--- config.mk ---
export PLATFORM = sky130hd
export DESIGN_NAME = cfg_tlp_builder
export DESIGN_NICKNAME = d
export VERILOG_FILES = /design/src/rtl/cfg_tlp_pkg.sv /design/src/rtl/cfg_hdr_gen.sv /design/src/rtl/cfg_beat_seq.sv /design/src/rtl/cfg_root_bus_reg.sv /design/src/rtl/cfg_tlp_builder.sv
export SDC_FILE = /design/constraint.sdc
export NUM_CORES = 1
export LEC_CHECK = 0
export BUFFER_PORTS_ARGS = -buffer_cell sky130_fd_sc_hd__buf_4
export CORE_ASPECT_RATIO = 0.9
export CORE_MARGIN = 2
export CORE_UTILIZATION = 47
export DETAILED_ROUTE_END_ITERATION = 8
export GPL_ROUTABILITY_DRIVEN = 1
export PLACE_DENSITY = 0.77
export SLEW_MARGIN = 30
export SYNTH_ARGS = -nofsm -noshare
export SYNTH_HDL_FRONTEND = slang
export SYNTH_SLANG_ARGS = --single-unit
export TNS_END_PERCENT = 50
--- constraint.sdc ---
create_clock -name clk_i -period 1.6 [get_ports clk_i]
set_input_delay 0.24 -clock clk_i [delete_from_list [all_inputs] [get_ports clk_i]]
set_output_delay 0.24 -clock clk_i [all_outputs]
set_load 0.005 [all_outputs]
--- src/rtl/cfg_tlp_pkg.sv ---
package cfg_tlp_pkg;
  localparam int unsigned DW = 32;
  localparam logic [7:0] FT_RD0 = 8'h04;
  localparam logic [7:0] FT_WR_BIT = 8'h40;
  localparam logic [7:0] FT_TYPE1_BIT = 8'h01;

  typedef enum logic [2:0] {
    ST_IDLE,
    ST_BEAT1,
    ST_BEAT2,
    ST_BEAT3,
    ST_WAIT
  } seq_state_e;
endpackage

--- src/rtl/cfg_hdr_gen.sv ---
module cfg_hdr_gen
  import cfg_tlp_pkg::*;
#(
  parameter int unsigned OFS_W = 12,
  parameter logic [7:0] ROOT_DEVFN = 8'h00,
  parameter logic [7:0] RD_TAG = 8'h1D,
  parameter logic [7:0] WR_TAG = 8'h10,
  parameter logic [OFS_W-1:0] PRIM_OFS = 'h18
) (
  input  logic             write_i,
  input  logic [7:0]       bus_i,
  input  logic [7:0]       devfn_i,
  input  logic [OFS_W-1:0] ofs_i,
  input  logic [1:0]       size_i,
  input  logic [DW-1:0]    wdata_i,
  input  logic [7:0]       root_bus_i,
  output logic [DW-1:0]    dw0_o,
  output logic [DW-1:0]    dw1_o,
  output logic [DW-1:0]    dw2_o,
  output logic [DW-1:0]    data_o,
  output logic             three_beat_o,
  output logic             prim_hit_o
);
  localparam int unsigned PAD_W = 16 - OFS_W;

  logic       local_bus;
  logic [7:0] fmt_type;
  logic [3:0] be;
  logic [OFS_W-1:0] ofs_dw;

  assign local_bus = (bus_i == root_bus_i);
  assign fmt_type  = FT_RD0 | (write_i ? FT_WR_BIT : 8'h00)
                   | (local_bus ? 8'h00 : FT_TYPE1_BIT);
  assign ofs_dw    = {ofs_i[OFS_W-1:2], 2'b00};

  always_comb begin
    unique case (size_i)
      2'd0:    be = 4'b0001 << ofs_i[1:0];
      2'd1:    be = 4'b0011 << ofs_i[1:0];
      default: be = 4'hF;
    endcase
  end

  assign dw0_o  = {fmt_type, 24'h000001};
  assign dw1_o  = {root_bus_i, ROOT_DEVFN, (write_i ? WR_TAG : RD_TAG), 4'h0, be};
  assign dw2_o  = {bus_i, devfn_i, {PAD_W{1'b0}}, ofs_dw};
  assign data_o = write_i ? (wdata_i << {ofs_i[1:0], 3'b000}) : '0;
  // reads always use the two-beat form
  assign three_beat_o = write_i && (ofs_i[2:0] == 3'b000);
  assign prim_hit_o   = write_i && local_bus && (ofs_dw == PRIM_OFS);
endmodule

--- src/rtl/cfg_beat_seq.sv ---
module cfg_beat_seq
  import cfg_tlp_pkg::*;
(
  input  logic          clk_i,
  input  logic          rst_ni,
  input  logic          req_valid_i,
  output logic          req_ready_o,
  input  logic [DW-1:0] dw0_i,
  input  logic [DW-1:0] dw1_i,
  input  logic [DW-1:0] dw2_i,
  input  logic [DW-1:0] data_i,
  input  logic          three_beat_i,
  output logic          tx_valid_o,
  input  logic          tx_ready_i,
  output logic [2*DW-1:0] tx_data_o,
  output logic          tx_sop_o,
  output logic          tx_eop_o,
  input  logic          cpl_valid_i,
  output logic          done_o,
  output logic          busy_o
);
  seq_state_e state_q, state_d;
  logic [DW-1:0] dw0_q, dw1_q, dw2_q, data_q;
  logic three_q;
  logic start, fire;

  assign req_ready_o = (state_q == ST_IDLE);
  assign start       = req_valid_i && req_ready_o;
  assign tx_valid_o  = (state_q == ST_BEAT1) || (state_q == ST_BEAT2) || (state_q == ST_BEAT3);
  assign fire        = tx_valid_o && tx_ready_i;
  assign busy_o      = !req_ready_o;
  assign done_o      = (state_q == ST_WAIT) && cpl_valid_i;

  always_comb begin
    state_d = state_q;
    unique case (state_q)
      ST_IDLE:  if (start) state_d = ST_BEAT1;
      ST_BEAT1: if (fire) state_d = ST_BEAT2;
      ST_BEAT2: if (fire) state_d = three_q ? ST_BEAT3 : ST_WAIT;
      ST_BEAT3: if (fire) state_d = ST_WAIT;
      ST_WAIT:  if (cpl_valid_i) state_d = ST_IDLE;
      default:  state_d = ST_IDLE;
    endcase
  end

  always_comb begin
    tx_data_o = '0;
    tx_sop_o  = 1'b0;
    tx_eop_o  = 1'b0;
    unique case (state_q)
      ST_BEAT1: begin
        tx_data_o = {dw1_q, dw0_q};
        tx_sop_o  = 1'b1;
      end
      ST_BEAT2: begin
        tx_data_o = three_q ? {{DW{1'b0}}, dw2_q} : {data_q, dw2_q};
        tx_eop_o  = !three_q;
      end
      ST_BEAT3: begin
        tx_data_o = {{DW{1'b0}}, data_q};
        tx_eop_o  = 1'b1;
      end
      default: ;
    endcase
  end

  always_ff @(posedge clk_i or negedge rst_ni) begin
    if (!rst_ni) begin
      state_q <= ST_IDLE;
      dw0_q   <= '0;
      dw1_q   <= '0;
      dw2_q   <= '0;
      data_q  <= '0;
      three_q <= 1'b0;
    end else begin
      state_q <= state_d;
      if (start) begin
        dw0_q   <= dw0_i;
        dw1_q   <= dw1_i;
        dw2_q   <= dw2_i;
        data_q  <= data_i;
        three_q <= three_beat_i;
      end
    end
  end

  assert_hold_R9: assert property (@(posedge clk_i) disable iff (!rst_ni)
    tx_valid_o && !tx_ready_i |=> tx_valid_o && $stable(tx_data_o) && $stable(tx_eop_o));
  assert_sop_eop_excl_R6: assert property (@(posedge clk_i) disable iff (!rst_ni)
    !(tx_sop_o && tx_eop_o));
  assert_accept_busy_R10: assert property (@(posedge clk_i) disable iff (!rst_ni)
    req_valid_i && req_ready_o |=> busy_o && tx_valid_o && tx_sop_o);
  assert_eop_wait_R10: assert property (@(posedge clk_i) disable iff (!rst_ni)
    tx_valid_o && tx_ready_i && tx_eop_o |=> busy_o && !tx_valid_o);
endmodule

--- src/rtl/cfg_root_bus_reg.sv ---
module cfg_root_bus_reg #(
  parameter logic [7:0] RESET_ROOT_BUS = 8'h00
) (
  input  logic       clk_i,
  input  logic       rst_ni,
  input  logic       load_i,
  input  logic [7:0] val_i,
  output logic [7:0] root_bus_o
);
  always_ff @(posedge clk_i or negedge rst_ni) begin
    if (!rst_ni)     root_bus_o <= RESET_ROOT_BUS;
    else if (load_i) root_bus_o <= val_i;
  end
endmodule

--- src/rtl/cfg_tlp_builder.sv ---
module cfg_tlp_builder
  import cfg_tlp_pkg::*;
#(
  parameter int unsigned OFS_W = 12,
  parameter logic [7:0] ROOT_DEVFN = 8'h00,
  parameter logic [7:0] RESET_ROOT_BUS = 8'h00
) (
  input  logic             clk_i,
  input  logic             rst_ni,
  input  logic             req_valid_i,
  output logic             req_ready_o,
  input  logic             req_write_i,
  input  logic [7:0]       req_bus_i,
  input  logic [7:0]       req_devfn_i,
  input  logic [OFS_W-1:0] req_offset_i,
  input  logic [1:0]       req_size_i,
  input  logic [31:0]      req_wdata_i,
  output logic             tx_valid_o,
  input  logic             tx_ready_i,
  output logic [63:0]      tx_data_o,
  output logic             tx_sop_o,
  output logic             tx_eop_o,
  input  logic             cpl_valid_i,
  input  logic             cpl_ok_i,
  output logic             busy_o,
  output logic [7:0]       root_bus_o
);
  logic [DW-1:0] dw0, dw1, dw2, data;
  logic three_beat, prim_hit, done;
  logic upd_pend_q;
  logic [7:0] upd_val_q;

  cfg_hdr_gen #(
    .OFS_W(OFS_W), .ROOT_DEVFN(ROOT_DEVFN)
  ) u_hdr (
    .write_i(req_write_i), .bus_i(req_bus_i), .devfn_i(req_devfn_i),
    .ofs_i(req_offset_i), .size_i(req_size_i), .wdata_i(req_wdata_i),
    .root_bus_i(root_bus_o), .dw0_o(dw0), .dw1_o(dw1), .dw2_o(dw2),
    .data_o(data), .three_beat_o(three_beat), .prim_hit_o(prim_hit)
  );

  cfg_beat_seq u_seq (
    .clk_i, .rst_ni, .req_valid_i, .req_ready_o,
    .dw0_i(dw0), .dw1_i(dw1), .dw2_i(dw2), .data_i(data),
    .three_beat_i(three_beat), .tx_valid_o, .tx_ready_i, .tx_data_o,
    .tx_sop_o, .tx_eop_o, .cpl_valid_i, .done_o(done), .busy_o
  );

  always_ff @(posedge clk_i or negedge rst_ni) begin
    if (!rst_ni) begin
      upd_pend_q <= 1'b0;
      upd_val_q  <= '0;
    end else if (req_valid_i && req_ready_o) begin
      upd_pend_q <= prim_hit;
      upd_val_q  <= data[7:0];
    end
  end

  cfg_root_bus_reg #(.RESET_ROOT_BUS(RESET_ROOT_BUS)) u_root (
    .clk_i, .rst_ni, .load_i(done && cpl_ok_i && upd_pend_q),
    .val_i(upd_val_q), .root_bus_o
  );

  assert_root_change_R11: assert property (@(posedge clk_i) disable iff (!rst_ni)
    !$stable(root_bus_o) |-> $past(cpl_valid_i && cpl_ok_i && busy_o && !tx_valid_o));
  assert_be_byte_R4: assert property (@(posedge clk_i) disable iff (!rst_ni)
    req_valid_i && req_ready_o && req_size_i == 2'd0 |-> $countones(dw1[3:0]) == 1);
  assert_be_dword_R4: assert property (@(posedge clk_i) disable iff (!rst_ni)
    req_valid_i && req_ready_o && req_size_i[1] |-> dw1[3:0] == 4'hF);
endmodule

==> flow_summary.ini, run 1 <==
[global_routing]
grt_max_degree = 37
grt_pass1_wl_um = 23000
grt_pass1_vias = 4452
grt_use_total_pct = 28.2
antenna_found_initial = 0
grt_overflow = 0

[status]
violations = setup timing
outcome = finished, violations left

[critical_path]
r2r-end = upd_val_q[1]
worstPathArrival_ns = 1.75
r2r-start = u_seq.state_q[2]
crit_family = flip-flops
crit_required_ns = 1.36
worstSetupPathType = flop to primary output
cp-start-kind = flop
worstPathCellList = nand2b_4 -> nor3_4 -> buf_12 -> buf_8 -> a22o_1 -> buf_4
critPathBufInv = 3
worstSetupEndpointType = primary output
critPathMaxStageDelay_ns = 0.43
r2r.worst_path.cells = 6
rrSetupSlack_ns = -0.22
critPathSlowestCell = dfrtp_1
cp_max_fo = 10

[min_path]
hold_end = u_seq.dw2_q[18]
holdPathStages = 3
min-delay-start = req_devfn_i[2]
hp-class = input pin to flop

[logic_synthesis]
yosysUniqueCellTypes = 36
yosysSeqAreaShare_pct = 46.9
yosys_warnings = 0
ys_ff_latch = 87
synthesis.area_mm2 = 0.00464
synthCells = 515
syn_nets = 584
synth_area_per_cell_um2 = 9.02

[die]
die_h_um = 98.3
fp.coreArea_mm2 = 0.00966
fp.dieW_um = 109
start_util_pct = 48.1
dieArea_mm2 = 0.0107
ios = 146
rows = 34

[timing]
fin_crit_sh_pct = 124
clock_skew_ns = 0.0190
hold_viol = 0
rsz0062_at_grt = yes
holdWs_ns = 0.0698
min_period_ns = 1.99
report.final.slew_viol_count = 0
max_freq_mhz = 504
slew_headroom_pct = 52.9
setup_violations = 154
worstMarginPinSlew_ns = 0.705
setup_tns_ns = -25.76
finalWorstSetupSlack_ns = -0.385

[final_layout]
fill_cells = 714
ff_latch_area_mm2 = 0.00218
n_antenna_cell = 0
stdcell_area_mm2 = 0.00682
final_util_pct = 70.6
areaGrowthSynthToFinish_pct = 46.8
fin_nets = 754
multi_input_area_mm2 = 0.00243
drive_above_1_share_pct = 37.8

[routing]
drt-initial-drc-count = 314
ant_nets = 0
dr.pass1.iters = 5
wl_per_cell_um = 19.9
vias = 4676
routed_wl_um = 16200
vias_per_cell = 5.73
drc_errors = 0

[placed_design]
io_buffers = 145
gp_congestion = 0.863
pre_cts_ws_ns = -0.0695
postPlaceCellArea_mm2 = 0.00596
hpwl_um = 10600

[clock_network]
root_buffer = clkbuf_8
cts_buffer_depth = 2
path_clk_slew_ns = 0.08
clock_sinks = 87
numCtsBuffers = 9
clock_latency_ns = 0.36
htreeDepth = 3
cts_tree = yes

[run]
maxCapViolCount = 0

[pwr]
vdd_drop_max_uv = 1030
p_leak_nw = 3.49
power.density_mw_per_mm2 = 1650
[what timing repair did]
action | 4_1_cts | 5_1_grt
endpoints found under the setup margin | 116 | 151
resized for setup | 35 | 68
cloned | 5 | 2
hold buffers | 1 | 0
pin swaps | 5 | 23
setup buffers | 8 | 13
hold endpoints to repair | 23 | 0
[power by group]
part / total, mW / switching [mW] / internal, mW
Clock: 1.71 / 0.780 / 0.930
Combinational: 5.83 / 2.79 / 3.04
Sequential: 3.70 / 0.751 / 2.94
Total: 11.2 / 4.32 / 6.92
[worst max-delay path by stage]
stage,from,to,slack [ns],cells past startpoint
2_1_floorplan,u_seq.state_q[2],tx_data_o[39],0.009,6
3_3_place_gp,u_seq.state_q[1],u_seq.data_q[8],0.01,5
3_5_place_dp,u_seq.state_q[1],u_seq.data_q[13],-0.07,5
4_1_cts,u_seq.state_q[2],tx_data_o[35],-0.28,6
5_1_grt,u_seq.state_q[2],tx_data_o[40],-0.43,6
6_report,u_seq.state_q[2],tx_data_o[40],-0.39,6
[logic make-up after synthesis]
logic type,synth area share [%]
XOR/XNOR,1.51
AO/OA/AOI/OAI,11.8
multiplexers,12.7
AND/OR/NAND/NOR,22.5
buffers and inverters,4.61
flip-flops,46.9
[state kept, by name, summed over array words and instances, names as in the netlist]
| register | flops |
|---|---|
| u_root.root_bus_o | 8 |
| upd_val_q | 7 |
| u_seq.data_q | 25 |
| upd_pend_q | 1 |
| u_seq.state_q | 3 |
| u_seq.dw2_q | 26 |
| u_seq.three_q | 1 |
| u_seq.dw0_q | 2 |
| u_seq.dw1_q | 14 |
[cell usage in the layout (no fill, tap or decap), types with 4 or more instances in the layout]
cell | Yosys | routed
clkbuf_8 | 0 | 10
dfrtp_1 | 87 | 85
o21ai_1 | 0 | 12
mux2i_2 | 0 | 4
buf_12 | 0 | 8
a32o_1 | 8 | 8
a21oi_1 | 20 | 17
and3_1 | 7 | 4
xnor2_1 | 8 | 8
nand2_1 | 142 | 140
buf_8 | 0 | 6
mux2i_1 | 50 | 45
buf_6 | 0 | 25
o21ai_0 | 22 | 9
a22o_1 | 25 | 25
and2_4 | 0 | 4
buf_4 | 8 | 156
and2_1 | 17 | 13
mux2_2 | 8 | 7
nor2_1 | 48 | 47
[tightest hold or removal path: stages]
cell,delay (ns)
buf_4,0.08
nand2_1,0.04
nand2_1,0.04
[routing by layer]
layer  wire length [um]  global-route usage, %  part of all wire [%]
met5                  0                      0                     0
met4                536                   9.47                   3.3
met3               1570                   6.41                   9.7
met2               7680                   43.5                    47
met1               6460                   39.4                    40
[through the flow]
stage	cells	total power [mW]
floorplan	515	5.92
global placement	771	7.70
detailed placement	771	7.85
CTS	801	10.2
global route	816	11.8
finish	816	11.2
[synthesized netlist by cell type]
library cell | count | area share [%]
nor2b_1 | 3 | 0.40
a32o_1 | 8 | 1.7
nand4_1 | 3 | 0.40
buf_1 | 4 | 0.32
clkbuf_1 | 17 | 1.4
o2bb2ai_1 | 1 | 0.19
a22o_1 | 25 | 4.7
nor3_1 | 3 | 0.32
mux2_2 | 8 | 1.9
or3_4 | 1 | 0.24
or2_2 | 2 | 0.27
mux2i_1 | 50 | 11
inv_1 | 3 | 0.24
a2bb2oi_1 | 1 | 0.19
nor2_1 | 48 | 3.9
nand2_1 | 142 | 11
nor3_4 | 1 | 0.35
or3_1 | 1 | 0.13
nor3_2 | 2 | 0.43
o21a_1 | 1 | 0.16
o21ai_0 | 22 | 2.4
nand3b_1 | 1 | 0.16
nand2b_1 | 1 | 0.13
nand2_2 | 2 | 0.27
xnor2_1 | 8 | 1.5
and2_1 | 17 | 2.3
inv_2 | 1 | 0.081
o22ai_1 | 2 | 0.27
nor4b_4 | 1 | 0.51
nor4b_1 | 1 | 0.19
buf_2 | 12 | 1.3
and3_1 | 7 | 0.94
a21oi_1 | 20 | 2.2
dfrtp_1 | 87 | 47
nand3_1 | 1 | 0.11
buf_4 | 8 | 1.3
[layout make-up]
class                   count  area share [%]
inverters                   4           0.257
clock inverters             4            1.12
multi-input cells         383            35.6
flip-flops and latches     87            32.0
well taps                 126            2.31
repair buffers            200            26.7
clock buffers              12            2.13
Power figures use the tool's default switching activity.
==> inputs of run 2 (changes only) <==
- BUFFER_PORTS_ARGS: -buffer_cell sky130_fd_sc_hd__buf_4 -> -buffer_cell sky130_fd_sc_hd__buf_2
- TNS_END_PERCENT: 50 -> 20
==> run 2 against run 1 <==
The run still ends with setup timing left. Worst hold slack improved by 0.0074 ns. Setup slack improved by 0.074 ns. Combinational power decreased by 25%. Cell count decreased by 2.7%. Sequential cell count unchanged. Critical endpoint is now tx_data_o[61]. Largest cell class unchanged. Highest routed layer unchanged.
==> flow_summary.ini, run 2 (synthesis gave the netlist of run 1 again) <==
[pwr]
p_total_mw = 9.39
vdd_drop_max_uv = 1010
power.density_mw_per_mm2 = 1570
p_leak_nw = 3.24

[routing]
vias = 4358
drt-initial-drc-count = 326
routed_wl_um = 14300
wl_per_cell_um = 18.0
dr.pass1.iters = 6
vias_per_cell = 5.49
drc_errors = 0
ant_nets = 0

[final_layout]
final_cells = 794
areaGrowthSynthToFinish_pct = 29.0
drive_above_1_share_pct = 33.5
final_cell_mix = buf_2, nand2_1, dfrtp_1
reg_top3 = u_seq.dw2_q (26), u_seq.data_q (25), u_seq.dw1_q (14)
fin_nets = 732
stdcell_area_mm2 = 0.00599
final_util_pct = 62.1
n_antenna_cell = 0
largest_register = u_seq.dw2_q
layout_commonest_cell = buf_2
largest_reg_flops = 26
fill_cells = 832

[timing]
holdWs_ns = 0.0773
fin_crit_sh_pct = 119
report.final.slew_viol_count = 0
worstMarginPinSlew_ns = 0.762
setup_violations = 126
setup_tns_ns = -16.01
clock_skew_ns = 0.0121
rsz0062_at_grt = yes
max_freq_mhz = 523
slew_headroom_pct = 49.0
hold_viol = 0
finalWorstSetupSlack_ns = -0.311
min_period_ns = 1.91

[global_routing]
grt_overflow = 0
grt_pass1_wl_um = 22200
antenna_found_initial = 0
grt_use_total_pct = 27.3
grt_max_degree = 44
grt_pass1_vias = 4222

[critical_path]
worstSetupEndpointType = primary output
worstSetupPathType = flop to primary output
critPathSlowestCell = dfrtp_2
critPathMaxStageDelay_ns = 0.48
critPathBufInv = 3
crit_family = flip-flops
cp_max_fo = 7
cp-start-kind = flop
worstPathCellList = nor3_4 -> buf_12 -> clkbuf_16 -> a22o_1 -> buf_2
worstPathArrival_ns = 1.67
crit_required_ns = 1.36

[die]
rows = 34
start_util_pct = 48.1
ios = 146
die_h_um = 98.3
dieArea_mm2 = 0.0107
fp.dieW_um = 109
fp.coreArea_mm2 = 0.00966

[run]
maxCapViolCount = 0

[placed_design]
gp_congestion = 0.877
pre_cts_ws_ns = -0.106
hpwl_um = 10400
io_buffers = 145
dp.cells = 772
postPlaceCellArea_mm2 = 0.00562

[status]
outcome = finished, violations left
violations = setup timing

[clock_network]
htreeDepth = 3
root_buffer = clkbuf_8
numCtsBuffers = 9
clock_sinks = 87
cts_tree = yes
path_clk_slew_ns = 0.09
clock_latency_ns = 0.36
cts_buffer_depth = 2

[min_path]
hp-class = input pin to flop
-- run 2: worst paths after layout --
path	startpoint	end	cells after the start	slack, ns
hold / removal	req_devfn_i[4]	u_seq.dw2_q[20]	3	0.08
setup reg to reg	u_seq.state_q[0]	upd_val_q[6]	6	-0.15
max in group asynchronous	rst_ni	u_seq.data_q[10]	3	0.62
min in group asynchronous	rst_ni	u_seq.dw2_q[8]	2	0.42
hold reg to reg	u_seq.dw2_q[20]	u_seq.dw2_q[20]	2	0.48
setup / recovery	u_seq.state_q[0]	tx_data_o[61]	5	-0.31
-- run 2: final cells by class --
| cell class | count | area, um^2 | share of cell area [%] |
|---|---|---|---|
| Timing Repair Buffer | 178 | 1140 | 19.0 |
| Sequential cell | 87 | 2180 | 36.4 |
| Multi-Input combinational cell | 383 | 2320 | 38.8 |
| Clock buffer | 9 | 124 | 2.07 |
| Tap cell | 126 | 158 | 2.63 |
| Inverter | 4 | 17.5 | 0.292 |
| Clock inverter | 7 | 48.8 | 0.814 |
-- run 2: worst register-to-register path, delay by kind of cell, from the launching register on --
family	cells	cell delay, ns
buffers and inverters	3	0.40
and+or+nand+nor	2	0.47
AOI/OAI and AO/OA	1	0.29
DFF	1	0.48
-- run 2: power breakdown --
part           total (mW)  leakage (nW)  switching, mW  internal (mW)
registers            3.62          1.13          0.679           2.95
clock network        1.39        0.0894          0.825          0.567
logic                4.37          2.02           2.32           2.05
-- run 2: timing repair --
action	4_1_cts	5_1_grt
setup endpoints to repair	113	153
pin swaps	3	12
gates resized for setup	21	17
hold endpoints to repair	36	0
hold buffers	1	0
gates cloned	1	1
buffers inserted	2	1
-- run 2: layer usage --
metal | global-route usage (%) | routed length [um] | share of wire, %
met1 | 40.0 | 6380 | 45
met2 | 42.1 | 6780 | 47
met3 | 4.27 | 960 | 6.7
met4 | 7.79 | 204 | 1.4
met5 | 0 | 0 | 0
==> inputs of run 3 (changes only) <==
- GPL_TIMING_DRIVEN: not set -> 0
==> run 3 against run 2 <==
The run still ends with setup timing left. Sequential power barely moved. Register-to-register slack got worse by 0.07 ns. Core utilization increased by 5.5 points. Wire length rose by 18%. Critical path type unchanged. Largest cell class unchanged. Largest power group unchanged. Highest routed layer unchanged.
==> flow_summary.ini, run 3 (synthesis gave the netlist of run 1 again) <==
[status]
outcome = finished, violations left
violations = setup timing

[clock_network]
cts_buffer_depth = 2
htreeDepth = 3
path_clk_slew_ns = 0.10
clock_latency_ns = 0.37
clock_sinks = 87
root_buffer = clkbuf_8
cts_tree = yes
numCtsBuffers = 9

[timing]
holdWs_ns = 0.0681
report.final.slew_viol_count = 0
setup_tns_ns = -32.70
finalWorstSetupSlack_ns = -0.446
worstMarginPinSlew_ns = 0.746
clock_skew_ns = 0.0125
setup_violations = 149
max_freq_mhz = 489
fin_crit_sh_pct = 128
hold_viol = 0
rsz0062_at_grt = yes
min_period_ns = 2.05
slew_headroom_pct = 50.3

[final_layout]
areaGrowthSynthToFinish_pct = 40.5
fill_cells = 741
largest_reg_flops = 26
fin_nets = 764
final_cells = 826
layout_commonest_cell = nand2_1
final_cell_mix = nand2_1, buf_2, dfrtp_1
final_util_pct = 67.6
drive_above_1_share_pct = 39.4
stdcell_area_mm2 = 0.00653
largest_register = u_seq.dw2_q
n_antenna_cell = 0
reg_top3 = u_seq.dw2_q (26), u_seq.data_q (25), u_seq.dw1_q (14)

[placed_design]
io_buffers = 144
pre_cts_ws_ns = -0.387
gp_congestion = 0.878
hpwl_um = 11600
dp.cells = 786
postPlaceCellArea_mm2 = 0.00562

[critical_path]
crit_family = buffers and inverters
r2r-end = upd_val_q[0]
cp_max_fo = 5
crit_required_ns = 1.36
r2r-start = u_seq.state_q[0]
r2r.worst_path.cells = 7
path_common_cell = buf_6
worstPathArrival_ns = 1.81
worstSetupEndpointType = primary output
rrSetupSlack_ns = -0.22
critPathBufInv = 4
worstSetupPathType = flop to primary output
critPathSlowestCell = dfrtp_2
worstPathCellList = buf_6 -> nor3_4 -> buf_6 -> buf_8 -> a22o_1 -> buf_2
critPathMaxStageDelay_ns = 0.45
cp-start-kind = flop

[die]
fp.coreArea_mm2 = 0.00966
fp.dieW_um = 109
start_util_pct = 48.1
rows = 34
dieArea_mm2 = 0.0107
die_h_um = 98.3
ios = 146

[pwr]
vdd_drop_max_uv = 1350
p_total_mw = 11.0
p_leak_nw = 3.44
power.density_mw_per_mm2 = 1680
seqPwrFrac_pct = 33.2
clkPwrFrac_pct = 16.2
switching_share_pct = 41.0
p_sw_mw = 4.49
combPwrFrac_pct = 50.6
p_int_mw = 6.47

[routing]
drt-initial-drc-count = 490
ant_nets = 0
wl_met1_um = 6660
top_layer = met4
met3_length_um = 1730
dr.pass1.iters = 5
drc_errors = 0
vias_per_cell = 5.92
wl_per_cell_um = 20.5
routed_wl_um = 16900
routed-wl-met2_um = 7950
vias = 4891

[global_routing]
antenna_found_initial = 0
grt_pass1_wl_um = 24400
grt_max_degree = 46
grt_overflow = 0
grt_pass1_vias = 4571
grt_use_total_pct = 30.5

[min_path]
holdPathStages = 3
hold_end = u_seq.dw2_q[22]
min-delay-start = req_devfn_i[6]
hp-class = input pin to flop

[run]
maxCapViolCount = 0
run 3: tightest hold or removal path, stage by stage:
cell and delay (ns):
buf_2 0.08, nand2_1 0.04, nand2_1 0.05
run 3: how the worst max path moves through the flow:
stage,startpoint,end,slack (ns),cells after the start
2_1_floorplan,u_seq.state_q[2],tx_data_o[39],0.009,6
3_3_place_gp,rst_ni,u_seq.dw1_q[29],-0.44,1
3_5_place_dp,u_seq.state_q[2],tx_data_o[39],-0.39,7
4_1_cts,u_seq.state_q[2],tx_data_o[35],-0.55,8
5_1_grt,u_seq.state_q[2],tx_data_o[32],-0.48,6
6_report,u_seq.state_q[0],tx_data_o[32],-0.45,6
run 3: repair_timing:
item / CTS / global route
gates resized for setup: 88 / 49
cloned: 2 / 3
hold buffers: 1 / 0
setup buffers: 10 / 10
pin swaps: 20 / 17
endpoints found under the hold margin: 42 / 0
setup endpoints to repair: 152 / 149
run 3: power by group through the flow:
stage | registers (mW) | logic [mW] | clock network, mW
after floorplan | 3.32 | 2.59 | 0
after detailed placement | 3.58 | 3.99 | 0
after CTS | 3.55 | 4.83 | 1.76
after global placement | 3.54 | 3.86 | 0
final | 3.64 | 5.55 | 1.78
after global routing | 3.68 | 5.87 | 1.87
run 3: area by class of cell:
class / count / area, um^2 / area share, %
flip-flops and latches: 87 / 2180 / 33.4
clock inverters: 7 / 103 / 1.57
multi-input cells: 383 / 2420 / 37.2
inverters: 4 / 21.3 / 0.326
repair buffers: 171 / 1090 / 16.7
plain buffers: 39 / 427 / 6.54
clock buffers: 9 / 124 / 1.90
well taps: 126 / 158 / 2.42
run 3: routing by layer:
layer | vias up | track usage (%)
li1 | 2093 | -
met1 | 2405 | 41.9
met2 | 334 | 47.3
met3 | 59 | 6.81
met4 | 0 | 11.2
met5 | - | 0
